===== src/rtl/ghc_pkg.sv =====
// Package: shared types for the gate handover controller.
// Assumes nothing beyond IEEE 1800-2017 enum support.
package ghc_pkg;
    // Controller states. The two output-active states are the only ones that drive a gate.
    typedef enum logic [2:0] {
        ST_IDLE    = 3'd0,
        ST_HS_ON   = 3'd1,
        ST_LS_ON   = 3'd2,
        ST_WAIT_LS = 3'd3,
        ST_WAIT_HS = 3'd4
    } ghc_state_t;
endpackage


===== src/rtl/ghc_sync.sv =====
// Module: multi-bit level synchronizer, STAGES flops per bit.
// Assumes each bit is an independent slow level. No bus coherency is implied.
// Resets to all zeros, so the active-low halt input reads as halted until it is synchronized.
module ghc_sync #(
    parameter int unsigned WIDTH  = 4,
    parameter int unsigned STAGES = 2
) (
    input  logic             clk,
    input  logic             rst_n,
    input  logic [WIDTH-1:0] d_in,
    output logic [WIDTH-1:0] d_out
);
    logic [WIDTH-1:0] chain_q [STAGES];

    // First stage captures the asynchronous inputs.
    always_ff @(posedge clk) begin
        if (!rst_n) chain_q[0] <= '0;
        else        chain_q[0] <= d_in;
    end

    // Remaining stages settle any metastability.
    for (genvar s = 1; s < STAGES; s++) begin : g_stage
        always_ff @(posedge clk) begin
            if (!rst_n) chain_q[s] <= '0;
            else        chain_q[s] <= chain_q[s-1];
        end
    end

    assign d_out = chain_q[STAGES-1];
endmodule


===== src/rtl/ghc_timer.sv =====
// Module: wait counter shared by both handover directions.
// Assumes clear has priority over step. The owner never steps the counter past its largest limit.
module ghc_timer #(
    parameter int unsigned CNT_W = 5
) (
    input  logic             clk,
    input  logic             rst_n,
    input  logic             clr,
    input  logic             step,
    output logic [CNT_W-1:0] cnt
);
    // Count the cycles spent in the current wait state.
    always_ff @(posedge clk) begin
        if (!rst_n || clr) cnt <= '0;
        else if (step)     cnt <= cnt + 1'b1;
    end
endmodule


===== src/rtl/ghc_fsm.sv =====
// Module: non-overlap state machine with adaptive high-to-low and gated low-to-high handover.
// Assumes synchronized inputs, FIXED_DLY < TIMEOUT_DLY, and every delay >= 1.
// Gate enables are registered from the next state, so they cannot glitch.
module ghc_fsm
    import ghc_pkg::*;
#(
    parameter int unsigned FIXED_DLY    = 19,
    parameter int unsigned TIMEOUT_DLY  = 24,
    parameter int unsigned LS_TO_HS_DLY = 4,
    parameter int unsigned CNT_W        = 5
) (
    input  logic clk,
    input  logic rst_n,
    input  logic pwm_s,
    input  logic en_s,
    input  logic swl_s,
    input  logic gl_s,
    output logic hs_q,
    output logic ls_q
);
    localparam logic [CNT_W-1:0] FIX_LAST = CNT_W'(FIXED_DLY - 1);
    localparam logic [CNT_W-1:0] TO_LAST  = CNT_W'(TIMEOUT_DLY - 1);
    localparam logic [CNT_W-1:0] L2H_LAST = CNT_W'(LS_TO_HS_DLY - 1);

    ghc_state_t       state_q, state_d;
    logic             seen_q, seen_d;
    logic             armed_q, armed_d;
    logic             seen_now, armed_now;
    logic             tmr_clr, tmr_step;
    logic [CNT_W-1:0] cnt;

    ghc_timer #(.CNT_W(CNT_W)) timer_i (
        .clk  (clk),
        .rst_n(rst_n),
        .clr  (tmr_clr),
        .step (tmr_step),
        .cnt  (cnt)
    );

    assign seen_now  = seen_q | ~swl_s;
    assign armed_now = armed_q | gl_s;

    // Next-state, qualifier and timer control for both handover directions.
    always_comb begin
        state_d  = state_q;
        seen_d   = seen_q;
        armed_d  = armed_q;
        tmr_step = 1'b0;
        if (!en_s) begin
            state_d = ST_IDLE;
        end else begin
            unique case (state_q)
                ST_IDLE:  state_d = pwm_s ? ST_WAIT_HS : ST_WAIT_LS;
                ST_HS_ON: if (!pwm_s) state_d = ST_WAIT_LS;
                ST_LS_ON: if (pwm_s)  state_d = ST_WAIT_HS;
                ST_WAIT_LS: begin
                    if (pwm_s) begin
                        state_d = ST_WAIT_HS;
                    end else if ((seen_q && swl_s) ||
                                 (!seen_now && cnt == FIX_LAST) ||
                                 (cnt == TO_LAST)) begin
                        state_d = ST_LS_ON;
                    end else begin
                        tmr_step = 1'b1;
                        seen_d   = seen_now;
                    end
                end
                ST_WAIT_HS: begin
                    if (!pwm_s) begin
                        state_d = ST_WAIT_LS;
                    end else if (armed_now) begin
                        if (cnt == L2H_LAST) begin
                            state_d = ST_HS_ON;
                        end else begin
                            tmr_step = 1'b1;
                            armed_d  = 1'b1;
                        end
                    end
                end
                default: state_d = ST_IDLE;
            endcase
        end
        if (state_d != state_q) begin
            seen_d  = 1'b0;
            armed_d = 1'b0;
        end
    end

    assign tmr_clr = (state_d != state_q);

    // State, qualifiers and registered gate enables.
    always_ff @(posedge clk) begin
        if (!rst_n) begin
            state_q <= ST_IDLE;
            seen_q  <= 1'b0;
            armed_q <= 1'b0;
            hs_q    <= 1'b0;
            ls_q    <= 1'b0;
        end else begin
            state_q <= state_d;
            seen_q  <= seen_d;
            armed_q <= armed_d;
            hs_q    <= (state_d == ST_HS_ON);
            ls_q    <= (state_d == ST_LS_ON);
        end
    end

    // a halted cycle leaves both gates off on the next edge.
    assert_off_when_halted_R2: assert property (@(posedge clk) disable iff (!rst_n)
        !en_s |=> (!hs_q && !ls_q));

    // an enabled high side traces back to an enabled high command.
    assert_hs_phase_R1: assert property (@(posedge clk) disable iff (!rst_n)
        hs_q |-> ($past(pwm_s) && $past(en_s)));

    // an enabled low side traces back to an enabled low command.
    assert_ls_phase_R1: assert property (@(posedge clk) disable iff (!rst_n)
        ls_q |-> (!$past(pwm_s) && $past(en_s)));

    // the low side only turns on after a cycle with the high side off.
    assert_ls_after_gap_R3: assert property (@(posedge clk) disable iff (!rst_n)
        $rose(ls_q) |-> !$past(hs_q));

    // the high side only turns on after a cycle with the low side off.
    assert_hs_after_gap_R7: assert property (@(posedge clk) disable iff (!rst_n)
        $rose(hs_q) |-> !$past(ls_q));

    // the switch-node wait never runs past its timeout.
    assert_wait_bounded_R6: assert property (@(posedge clk) disable iff (!rst_n)
        (state_q == ST_WAIT_LS) |-> (cnt < CNT_W'(TIMEOUT_DLY)));
endmodule


===== src/rtl/gate_handover_ctrl.sv =====
// Module: top of the adaptive dead-time gate controller.
// Synchronizes the four asynchronous inputs and feeds the non-overlap state machine.
// Assumes delays are given in cycles of clk, with FIXED_DLY < TIMEOUT_DLY.
module gate_handover_ctrl #(
    parameter int unsigned FIXED_DLY    = 19,
    parameter int unsigned TIMEOUT_DLY  = 24,
    parameter int unsigned LS_TO_HS_DLY = 4,
    parameter int unsigned SYNC_STAGES  = 2
) (
    input  logic clk,
    input  logic rst_n,
    input  logic pwm_in,
    input  logic halt_n,
    input  logic sw_low,
    input  logic lsg_low,
    output logic hs_en,
    output logic ls_en
);
    localparam int unsigned MAX_DLY = (TIMEOUT_DLY > LS_TO_HS_DLY) ? TIMEOUT_DLY : LS_TO_HS_DLY;
    localparam int unsigned CNT_W   = $clog2(MAX_DLY + 1);

    logic [3:0] raw_in, sync_out;

    assign raw_in = {pwm_in, halt_n, sw_low, lsg_low};

    ghc_sync #(.WIDTH(4), .STAGES(SYNC_STAGES)) sync_i (
        .clk  (clk),
        .rst_n(rst_n),
        .d_in (raw_in),
        .d_out(sync_out)
    );

    ghc_fsm #(
        .FIXED_DLY   (FIXED_DLY),
        .TIMEOUT_DLY (TIMEOUT_DLY),
        .LS_TO_HS_DLY(LS_TO_HS_DLY),
        .CNT_W       (CNT_W)
    ) fsm_i (
        .clk  (clk),
        .rst_n(rst_n),
        .pwm_s(sync_out[3]),
        .en_s (sync_out[2]),
        .swl_s(sync_out[1]),
        .gl_s (sync_out[0]),
        .hs_q (hs_en),
        .ls_q (ls_en)
    );
endmodule


===== config.mk =====
export PLATFORM = sky130hd
export DESIGN_NAME = gate_handover_ctrl
export DESIGN_NICKNAME = d
export VERILOG_FILES = /design/src/rtl/ghc_pkg.sv /design/src/rtl/ghc_sync.sv /design/src/rtl/ghc_timer.sv /design/src/rtl/ghc_fsm.sv /design/src/rtl/gate_handover_ctrl.sv
export SDC_FILE = /design/constraint.sdc
export NUM_CORES = 1
export LEC_CHECK = 0
export BUFFER_PORTS_ARGS = -buffer_cell sky130_fd_sc_hd__buf_2
export CAP_MARGIN = 15
export CORE_AREA = 3 3 56 58
export DETAILED_ROUTE_END_ITERATION = 6
export DIE_AREA = 0 0 59 61
export SYNTH_ARGS = -nofsm -noshare
export SYNTH_HDL_FRONTEND = slang
export SYNTH_SLANG_ARGS = --single-unit

===== constraint.sdc =====
create_clock -name clk -period 1.75 [get_ports clk]
set_input_delay 0.4375 -clock clk [delete_from_list [all_inputs] [get_ports clk]]
set_output_delay 0.4375 -clock clk [all_outputs]
set_load 0.01 [all_outputs]

==> flow_metrics.py, run 1 <==
metrics = {
    "clocking": {
        "cts_tree": "built",
        "path_clk_slew_ns": 0.12,
        "ctsRootBufferMaster": "clkbuf_4",
        "cts.path.max_buffers": 2,
        "htree_levels": 1,
        "cts.sinks": 20,
        "cts-buffers-inserted": 3,
        "clkLatencyLatePin_ns": 0.30,
        "cts_hold_buf": 0,
    },
    "timing": {
        "fin_crit_sh_pct": 105,
        "finalSetupTns_ns": -0.552,
        "hold_viol": 0,
        "tightest_slew_ns": 0.417,
        "setup_ws_ns": -0.0938,
        "fin_crit_ns": 1.84,
        "rsz0062_at_grt": "yes",
        "slew_viol_final": 0,
        "clock_skew_ns": 0.00553,
        "fmax_mhz": 542,
        "setup_violations": 7,
        "slew_headroom_pct": 71.9,
    },
    "synthesis": {
        "netlist_area_um2": 931,
        "synth_compound_area_share_pct": 19.8,
        "synth_cell_types": 35,
        "synth-seq-cells": 20,
        "seq_area_frac_synth_pct": 43.0,
        "synth_top_area_share_pct": 43.0,
        "synth_edf_count": 0,
        "synth_top_area_cell": "dfxtp_1",
        "synth.area.mux_share_pct": 0,
        "ys_async_sr_fraction_pct": 0,
        "synth_nets": 104,
        "synth_ff_type": "dfxtp_1",
        "synthTopCellsByArea": "dfxtp_1, and2_1, o21ai_0, a21oi_2, ha_1",
        "syn_inst": 96,
        "synth_adder_area_share_pct": 2.69,
        "ys_warn_count": 0,
        "syn_avg_cell_area_um2": 9.70,
        "yosys.area_share.xor_xnor_pct": 0.941,
        "synth_top_family_by_area": "simple AND/OR/NAND/NOR gates",
        "yosys.area_share.simple_pct": 27.4,
    },
    "worst_setup_path": {
        "reg2reg_depth": 6,
        "arrival_ns": 2.09,
        "required_ns": 1.99,
        "r2r_start": "fsm_i.timer_i.cnt[1]",
        "critical-path-max-stage-delay_ns": 0.47,
        "r2r_slack_ns": -0.09,
        "cp_slowest_cell": "or4b_4",
        "path_cells": "ha_4 -> or4b_4 -> o211ai_2 -> a32oi_2 -> a211o_4 -> a21oi_2",
        "r2r_end": "fsm_i.timer_i.cnt[3]",
        "start_kind": "register",
        "worstSetupEndpointType": "register",
        "critPathKind": "register to register",
        "path_max_fanout": 7,
    },
    "place": {
        "dp.cells": 145,
        "place_congestion": 0.887,
        "portBuffers": 7,
        "place_ws_ns": -0.0541,
        "place_hpwl_um": 1250,
    },
    "grt": {
        "grt_pass1_vias": 695,
        "grt-ovfl-total": 0,
        "grt_antenna_before_repair": 0,
        "grt_max_degree": 13,
        "grt_pass1_wl_um": 3040,
        "grt_usage_pct": 11.3,
    },
    "pwr": {
        "p_per_area_nw_per_um2": 741,
        "power_leakage_nw": 0.458,
        "vdd_drop_max_v": 0.000567,
    },
    "routing": {
        "dr_wl_met3_um": 59,
        "drc": 0,
        "routed_wl_um": 1750,
        "avgViaCountPerCell": 5.05,
        "route.met2.wl_um": 835,
        "ant_nets": 0,
        "vias": 768,
        "drt_iter0_drc": 15,
        "dr.pass1.iters": 4,
        "wl_met1_um": 793,
        "top_layer_used": "met4",
        "wl_per_cell_um": 11.5,
    },
    "floorplan": {
        "core_area_um2": 2710,
        "initial_utilization_pct": 34.3,
        "pin_count": 8,
        "num_rows": 19,
        "die_h_um": 61,
        "die_x_um": 59,
        "fp.dieArea_um2": 3600,
    },
    "final_layout": {
        "area.growth.synth_to_final_pct": 30.1,
        "layout-drive-gt1-share_pct": 44.6,
        "fin_util_pct": 44.7,
        "antenna_cells": 0,
        "finalNonFillerCells": 152,
        "mostFrequentLayoutCells": "buf_4, dfxtp_1, and2_1",
        "layout_commonest_cell": "buf_4",
        "fin_nets": 130,
    },
    "outcome": {
        "status": "finished with violations",
        "violations": "setup timing",
    },
    "min_path": {
        "hold_class": "input pin to register",
        "worstHoldStart": "sw_low",
        "hold_depth": 2,
        "hold_end": "sync_i.chain_q[0][1]",
    },
    "run": {
        "drv_cap": 0,
    },
}
## worst max-delay path: cells and delay by family (launching register included)
kind	cells	cell delay, ns
and+or+nand+nor	1	0.47
AOI/OAI and AO/OA	4	0.80
DFF	1	0.39
adders and majority gates	1	0.13
## per-stage QoR
stage / instance area, um^2 / hold slack, ns / power, mW
after floorplan: 953 / 0.412 / 0.516
after global placement: 1110 / 0.415 / 0.532
after detailed placement: 1110 / 0.420 / 0.533
after CTS: 1180 / 0.321 / 0.913
after global routing: 1210 / 0.319 / 0.939
final: 1210 / 0.329 / 0.897
## cells by family after synthesis
group	count (synthesis)
buf+inv	11
flops	20
simple gates	39
fa+ha+maj	2
xor+xnor	1
compound gates	23
## synthesized netlist by cell type, types with 2 or more instances
cell type	count
o21ai_0	8
ha_1	2
or3_1	3
and2_1	9
inv_1	6
nand3_1	2
nor3_1	2
nor2_2	2
a21oi_2	4
nor3b_1	2
buf_4	2
dfxtp_1	20
a31oi_1	2
nand2_1	6
nand4b_1	2
nor2_1	5
## state kept, by name (all words and copies together), names as in the netlist
name               count
fsm_i.armed_q          1
fsm_i.hs_q             1
fsm_i.ls_q             1
fsm_i.seen_q           1
fsm_i.state_q          3
fsm_i.timer_i.cnt      5
sync_i.chain_q         8
## area by class of cell
cell class | count | area (um^2)
fillers | 270 | 1500
multi-input cells | 65 | 510
flip-flops and latches | 20 | 409
repair buffers | 26 | 178
well taps | 31 | 38.8
clock inverters | 1 | 30.0
clock buffers | 3 | 22.5
inverters | 6 | 22.5
## routing by layer
metal  vias up  track usage, %
li1        387               -
met1       358            14.1
met2        17            17.5
met3         6            2.55
met4         0            7.77
met5         -               0
## repair_timing
item / in CTS / in global routing
gates resized for setup: 3 / 4
hold endpoints to repair: 0 / 0
setup buffers: 1 / 2
pin swaps: 0 / 2
setup endpoints to repair: 7 / 8
## how the worst max path moves through the flow
stage	start	to	slack (ns)	depth (start not counted)
2_1_floorplan	fsm_i.timer_i.cnt[1]	fsm_i.timer_i.cnt[1]	-0.004	6
3_3_place_gp	fsm_i.timer_i.cnt[0]	fsm_i.timer_i.cnt[3]	-0.06	8
3_5_place_dp	fsm_i.timer_i.cnt[1]	fsm_i.timer_i.cnt[1]	-0.05	6
4_1_cts	fsm_i.timer_i.cnt[0]	fsm_i.timer_i.cnt[1]	-0.08	6
5_1_grt	fsm_i.timer_i.cnt[1]	fsm_i.timer_i.cnt[1]	-0.14	6
6_report	fsm_i.timer_i.cnt[1]	fsm_i.timer_i.cnt[3]	-0.09	6
## report_power, final
group	internal, mW	switching, mW	total (mW)
sequential	0.463	0.00507	0.468
combinational	0.0252	0.0271	0.0522
clock	0.232	0.146	0.377
total	0.719	0.178	0.897
(Power assumes the default switching activity.)
==> inputs of run 2 (changes only) <==
==> constraint.sdc (replaced) <==
create_clock -name clk -period 2 [get_ports clk]
set_input_delay 0.5 -clock clk [delete_from_list [all_inputs] [get_ports clk]]
set_output_delay 0.5 -clock clk [all_outputs]
set_load 0.01 [all_outputs]
==> run 2 against run 1 <==
Compared with the run above: the flow now finishes without violations; cell area down 11%; critical path depth stayed put; register-to-register slack gained 0.18 ns; largest power group unchanged.
==> flow_metrics.py, run 2 (synthesized netlist as in run 1, its figures left out) <==
metrics = {
    "min_path": {
        "worstHoldStart": "lsg_low",
        "hold_end": "sync_i.chain_q[0][0]",
        "hold_class": "input pin to register",
        "hold_depth": 2,
    },
    "floorplan": {
        "fp.dieArea_um2": 3600,
        "initial_utilization_pct": 34.3,
        "die_h_um": 61,
        "core_area_um2": 2710,
        "pin_count": 8,
        "die_x_um": 59,
        "num_rows": 19,
    },
    "grt": {
        "grt_pass1_wl_um": 2700,
        "grt_use_met1_pct": 10.6,
        "gr-max-usage-layer": "met2",
        "grt-ovfl-total": 0,
        "grt_antenna_before_repair": 0,
        "grt.met3_usage_pct": 1.28,
        "grt_max_degree": 13,
        "grt_usage_pct": 9.85,
        "grt_pass1_vias": 663,
        "use_met2_pct": 18.3,
    },
    "run": {
        "drv_cap": 0,
    },
    "timing": {
        "hold_viol": 0,
        "fin_crit_ns": 1.91,
        "setup_ws_ns": 0.0876,
        "fin_crit_sh_pct": 95.6,
        "slew_headroom_pct": 65.9,
        "clock_skew_ns": 0.00428,
        "finalSetupTns_ns": 0,
        "setup_violations": 0,
        "fmax_mhz": 523,
        "slew_viol_final": 0,
        "tightest_slew_ns": 0.507,
    },
    "pwr": {
        "p_per_area_nw_per_um2": 726,
        "power_leakage_nw": 0.373,
        "vdd_drop_max_v": 0.000546,
    },
    "place": {
        "place_ws_ns": 0.0251,
        "placed_area_um2": 992,
        "place_hpwl_um": 1150,
        "portBuffers": 7,
        "dp.cells": 132,
        "place_congestion": 0.828,
    },
    "worst_setup_path": {
        "worstSetupEndpointType": "register",
        "critPathKind": "register to register",
        "critical-path-max-stage-delay_ns": 0.48,
        "r2r_end": "fsm_i.timer_i.cnt[0]",
        "reg2reg_depth": 6,
        "path_max_fanout": 7,
        "start_kind": "register",
        "required_ns": 2.24,
        "cp_slowest_cell": "or4b_4",
        "path_cells": "ha_4 -> or4b_4 -> o211ai_2 -> a32oi_1 -> a211o_4 -> nor2_1",
        "arrival_ns": 2.15,
        "r2r_start": "fsm_i.timer_i.cnt[0]",
        "r2r_slack_ns": 0.09,
    },
    "final_layout": {
        "fillers": 283,
        "top_regs": "sync_i.chain_q (8), fsm_i.timer_i.cnt (5), fsm_i.state_q (3)",
        "layout-drive-gt1-share_pct": 32.4,
        "antenna_cells": 0,
        "area.growth.synth_to_final_pct": 15.5,
        "top_register": "sync_i.chain_q",
        "fin_area_um2": 1070,
        "fin_nets": 114,
        "layout_commonest_cell": "dfxtp_1",
        "mostFrequentLayoutCells": "dfxtp_1, and2_1, o21ai_0",
        "finalNonFillerCells": 136,
        "largest_reg_flops": 8,
    },
    "clocking": {
        "cts-buffers-inserted": 3,
        "cts_tree": "built",
        "htree_levels": 1,
        "clkLatencyLatePin_ns": 0.30,
        "path_clk_slew_ns": 0.12,
        "cts.sinks": 20,
        "cts.path.max_buffers": 2,
        "ctsRootBufferMaster": "clkbuf_4",
    },
    "routing": {
        "wl_per_cell_um": 12.2,
        "dr.pass1.iters": 5,
        "vias": 693,
        "routed_wl_um": 1660,
        "drc": 0,
        "avgViaCountPerCell": 5.10,
        "ant_nets": 0,
        "drt_iter0_drc": 23,
    },
    "outcome": {
        "status": "completed",
    },
}
-- run 2: cell types whose count changed in the layout (fill, tap and decap cells not counted), sizes merged --
cell,delta
buf,-16
-- run 2: how the worst max path moves through the flow --
stage               slack (ns)  cells after the start            startpoint              endpoint
finish                    0.09                      6  fsm_i.timer_i.cnt[0]  fsm_i.timer_i.cnt[0]
global route            -0.009                      6  fsm_i.timer_i.cnt[1]  fsm_i.timer_i.cnt[0]
CTS                      0.003                      6  fsm_i.timer_i.cnt[1]  fsm_i.timer_i.cnt[0]
detailed placement        0.03                      6  fsm_i.timer_i.cnt[1]  fsm_i.timer_i.cnt[0]
global placement          0.07                      6  fsm_i.timer_i.cnt[1]  fsm_i.timer_i.cnt[3]
floorplan                 0.14                      6  fsm_i.timer_i.cnt[1]  fsm_i.timer_i.cnt[1]
-- run 2: what timing repair did --
item / in CTS / in global routing
gates resized for setup: 0 / 8
hold endpoints to repair: 0 / 0
endpoints found under the setup margin: 3 / 7
setup buffers: 0 / 0
pin swaps: 1 / 1
hold buffers: 0 / 0
-- run 2: per-layer routing --
layer	routed length [um]	vias up	share of wire, %
li1	-	352	-
met1	765	334	46
met2	851	5	51
met3	26	2	1.6
met4	16	0	0.96
met5	0	-	0
-- run 2: power breakdown --
part	total (mW)	internal (mW)	leakage [nW]	switching, mW
sequential	0.411	0.405	0.165	0.00620
combinational	0.0401	0.0192	0.180	0.0209
clock	0.329	0.202	0.0279	0.127
-- run 2: layout make-up --
type | count | area (um^2) | area share, %
sequential | 20 | 409 | 38.1
multi-input combinational | 65 | 494 | 46.0
clock inverter | 1 | 30.0 | 2.79
tap | 31 | 38.8 | 3.61
timing repair buffer | 10 | 57.6 | 5.36
clock buffer | 3 | 22.5 | 2.10
inverter | 6 | 22.5 | 2.10
-- run 2: through the flow --
stage | total power, mW | hold slack [ns] | utilization (%)
after floorplan | 0.450 | 0.412 | -
after global placement | 0.462 | 0.415 | 36.6
after detailed placement | 0.463 | 0.422 | 36.6
after CTS | 0.792 | 0.385 | 38.6
after global routing | 0.807 | 0.389 | 39.7
final | 0.780 | 0.394 | 39.7
-- run 2: critical path: cells and delay by family, from the launching register on --
family	cells	cell delay [ns]
AO/OA/AOI/OAI	3	0.71
adder cells (fa/ha/maj)	1	0.15
flip-flops	1	0.39
AND/OR/NAND/NOR	2	0.60
==> inputs of run 3 (changes only) <==
--- a/config.mk
+++ b/config.mk
@@ -7,9 +7,9 @@
 export LEC_CHECK = 0
 export BUFFER_PORTS_ARGS = -buffer_cell sky130_fd_sc_hd__buf_2
 export CAP_MARGIN = 15
-export CORE_AREA = 3 3 56 58
+export CORE_AREA = 2 2 55 57
 export DETAILED_ROUTE_END_ITERATION = 6
-export DIE_AREA = 0 0 59 61
+export DIE_AREA = 0 0 57 59
 export SYNTH_ARGS = -nofsm -noshare
 export SYNTH_HDL_FRONTEND = slang
 export SYNTH_SLANG_ARGS = --single-unit
==> run 3 against run 2 <==
Compared with the run above: highest routed layer unchanged; power shrank 0.61%; count of clock-buffer cells in the layout is the same; sequential share of layout area shrank 0.36 points; first-iteration DRC count shrank 70%; via count grew 2.3%; register-to-register slack is essentially flat; clock skew grew 0.0015 ns; fmax shrank 0.42%; global-route usage grew 0.63 points.
==> flow_metrics.py, run 3 (synthesized netlist as in run 1, its figures left out) <==
metrics = {
    "floorplan": {
        "core_area_um2": 2710,
        "die_x_um": 57,
        "pin_count": 8,
        "fp.dieArea_um2": 3360,
        "initial_utilization_pct": 34.3,
        "num_rows": 19,
        "die_h_um": 59,
    },
    "timing": {
        "clock_skew_ns": 0.00581,
        "fin_crit_ns": 1.92,
        "setup_violations": 0,
        "slew_viol_final": 0,
        "fmax_mhz": 521,
        "slew_headroom_pct": 67.9,
        "fin_crit_sh_pct": 96.0,
        "hold_slack_ns": 0.400,
        "hold_viol": 0,
        "tightest_slew_ns": 0.477,
    },
    "grt": {
        "grt-ovfl-total": 0,
        "grt_pass1_vias": 670,
        "grt_usage_pct": 10.5,
        "grt_antenna_before_repair": 0,
        "grt_max_degree": 13,
        "grt_pass1_wl_um": 2780,
    },
    "final_layout": {
        "antenna_cells": 0,
        "multi_input_area_um2": 494,
        "fin_nets": 114,
        "area.growth.synth_to_final_pct": 14.8,
        "layout_commonest_cell": "dfxtp_1",
        "mostFrequentLayoutCells": "dfxtp_1, and2_1, o21ai_0",
        "fin_area_um2": 1070,
        "largest_reg_flops": 8,
        "finalNonFillerCells": 136,
        "layout-drive-gt1-share_pct": 33.3,
        "top_regs": "sync_i.chain_q (8), fsm_i.timer_i.cnt (5), fsm_i.state_q (3)",
        "register_area_um2": 403,
        "top_register": "sync_i.chain_q",
        "fillers": 296,
    },
    "clocking": {
        "clkLatencyLatePin_ns": 0.30,
        "htree_levels": 1,
        "ctsRootBufferMaster": "clkbuf_4",
        "cts-buffers-inserted": 3,
        "cts_tree": "built",
        "cts.sinks": 20,
        "cts.path.max_buffers": 2,
        "cts_hold_buf": 0,
        "path_clk_slew_ns": 0.11,
    },
    "run": {
        "drv_cap": 0,
    },
    "worst_setup_path": {
        "cp_slowest_cell": "or4b_4",
        "start_kind": "register",
        "path_max_fanout": 7,
        "critical-path-max-stage-delay_ns": 0.49,
        "path_cells": "ha_2 -> or4b_4 -> o211ai_2 -> a32oi_2 -> a211o_4 -> nor2_2",
        "worstSetupEndpointType": "register",
        "critPathKind": "register to register",
        "required_ns": 2.24,
        "arrival_ns": 2.16,
        "crit_family": "compound AO/OA/AOI/OAI gates",
        "critPathBufInv": 0,
    },
    "routing": {
        "dr.pass1.iters": 4,
        "drc": 0,
        "routed_wl_um": 1610,
        "drt_iter0_drc": 7,
        "avgViaCountPerCell": 5.21,
        "ant_nets": 0,
        "vias": 709,
        "wl_per_cell_um": 11.8,
    },
    "pwr": {
        "vdd_drop_max_v": 0.000411,
        "fin_total_pwr_mw": 0.776,
        "power_leakage_nw": 0.374,
        "p_per_area_nw_per_um2": 726,
    },
    "place": {
        "dp.cells": 131,
        "portBuffers": 7,
        "placed_area_um2": 985,
        "place_hpwl_um": 1180,
        "place_congestion": 0.801,
    },
    "min_path": {
        "hold_class": "input pin to register",
    },
    "outcome": {
        "status": "completed",
    },
}
[run 3: cell types whose count changed in the layout (fill, tap and decap cells not counted)]
cell,previous run,this run
dfxtp_4,2,0
a32oi_1,1,0
a32oi_2,0,1
dfxtp_1,17,18
dfxtp_2,1,2
ha_2,0,1
ha_4,1,0
nor2_1,5,4
nor2_2,2,3
[run 3: worst reg2reg max path: stages, from the launching register on]
cell	delay [ns]
dfxtp_2	0.36
ha_2	0.20
or4b_4	0.49
o211ai_2	0.18
a32oi_2	0.09
a211o_4	0.42
nor2_2	0.12
[run 3: final timing paths]
| path | from | endpoint | slack [ns] | cells after the start |
|---|---|---|---|---|
| max | fsm_i.timer_i.cnt[0] | fsm_i.timer_i.cnt[0] | 0.08 | 6 |
| min | lsg_low | sync_i.chain_q[0][0] | 0.40 | 2 |
| max reg2reg | fsm_i.timer_i.cnt[0] | fsm_i.timer_i.cnt[0] | 0.08 | 6 |
| min reg2reg | sync_i.chain_q[0][3] | sync_i.chain_q[1][3] | 0.44 | 1 |
[run 3: area by class of cell]
cell class	instances	share of cell area (%)
clock buffer	3	2.11
inverter	6	2.11
tap	31	3.63
multi-input combinational	65	46.3
clock inverter	1	2.81
timing repair buffer	10	5.39
sequential	20	37.7
[run 3: repair_timing]
action	in CTS	in global routing
pin swaps	1	2
resized for setup	0	6
cloned	0	0
setup endpoints to repair	1	7
setup buffers	0	1
[run 3: metal layers]
metal  vias to the layer above  global-route usage (%)  routed length [um]
met5                         -                       0                   0
met1                       342                    12.5                 701
met2                         9                    18.7                 850
met4                         0                    4.98                  14
met3                         2                    1.31                  39
li1                        356                       -                   -
[run 3: where the power goes]
| part | internal (mW) | total, mW | switching, mW | leakage (nW) |
|---|---|---|---|---|
| registers | 0.407 | 0.414 | 0.00672 | 0.164 |
| clock network | 0.202 | 0.323 | 0.120 | 0.0279 |
| logic | 0.0185 | 0.0387 | 0.0202 | 0.182 |
[run 3: per-stage QoR]
step           setup slack [ns]  util (%)  TNS [ns]
2_1_floorplan             0.138         -         0
3_3_place_gp             0.0749      36.3         0
3_5_place_dp             0.0198      36.3         0
4_1_cts                 0.00152      38.3         0
5_1_grt                 -0.0126      39.4   -0.0126
6_report                 0.0795      39.4         0
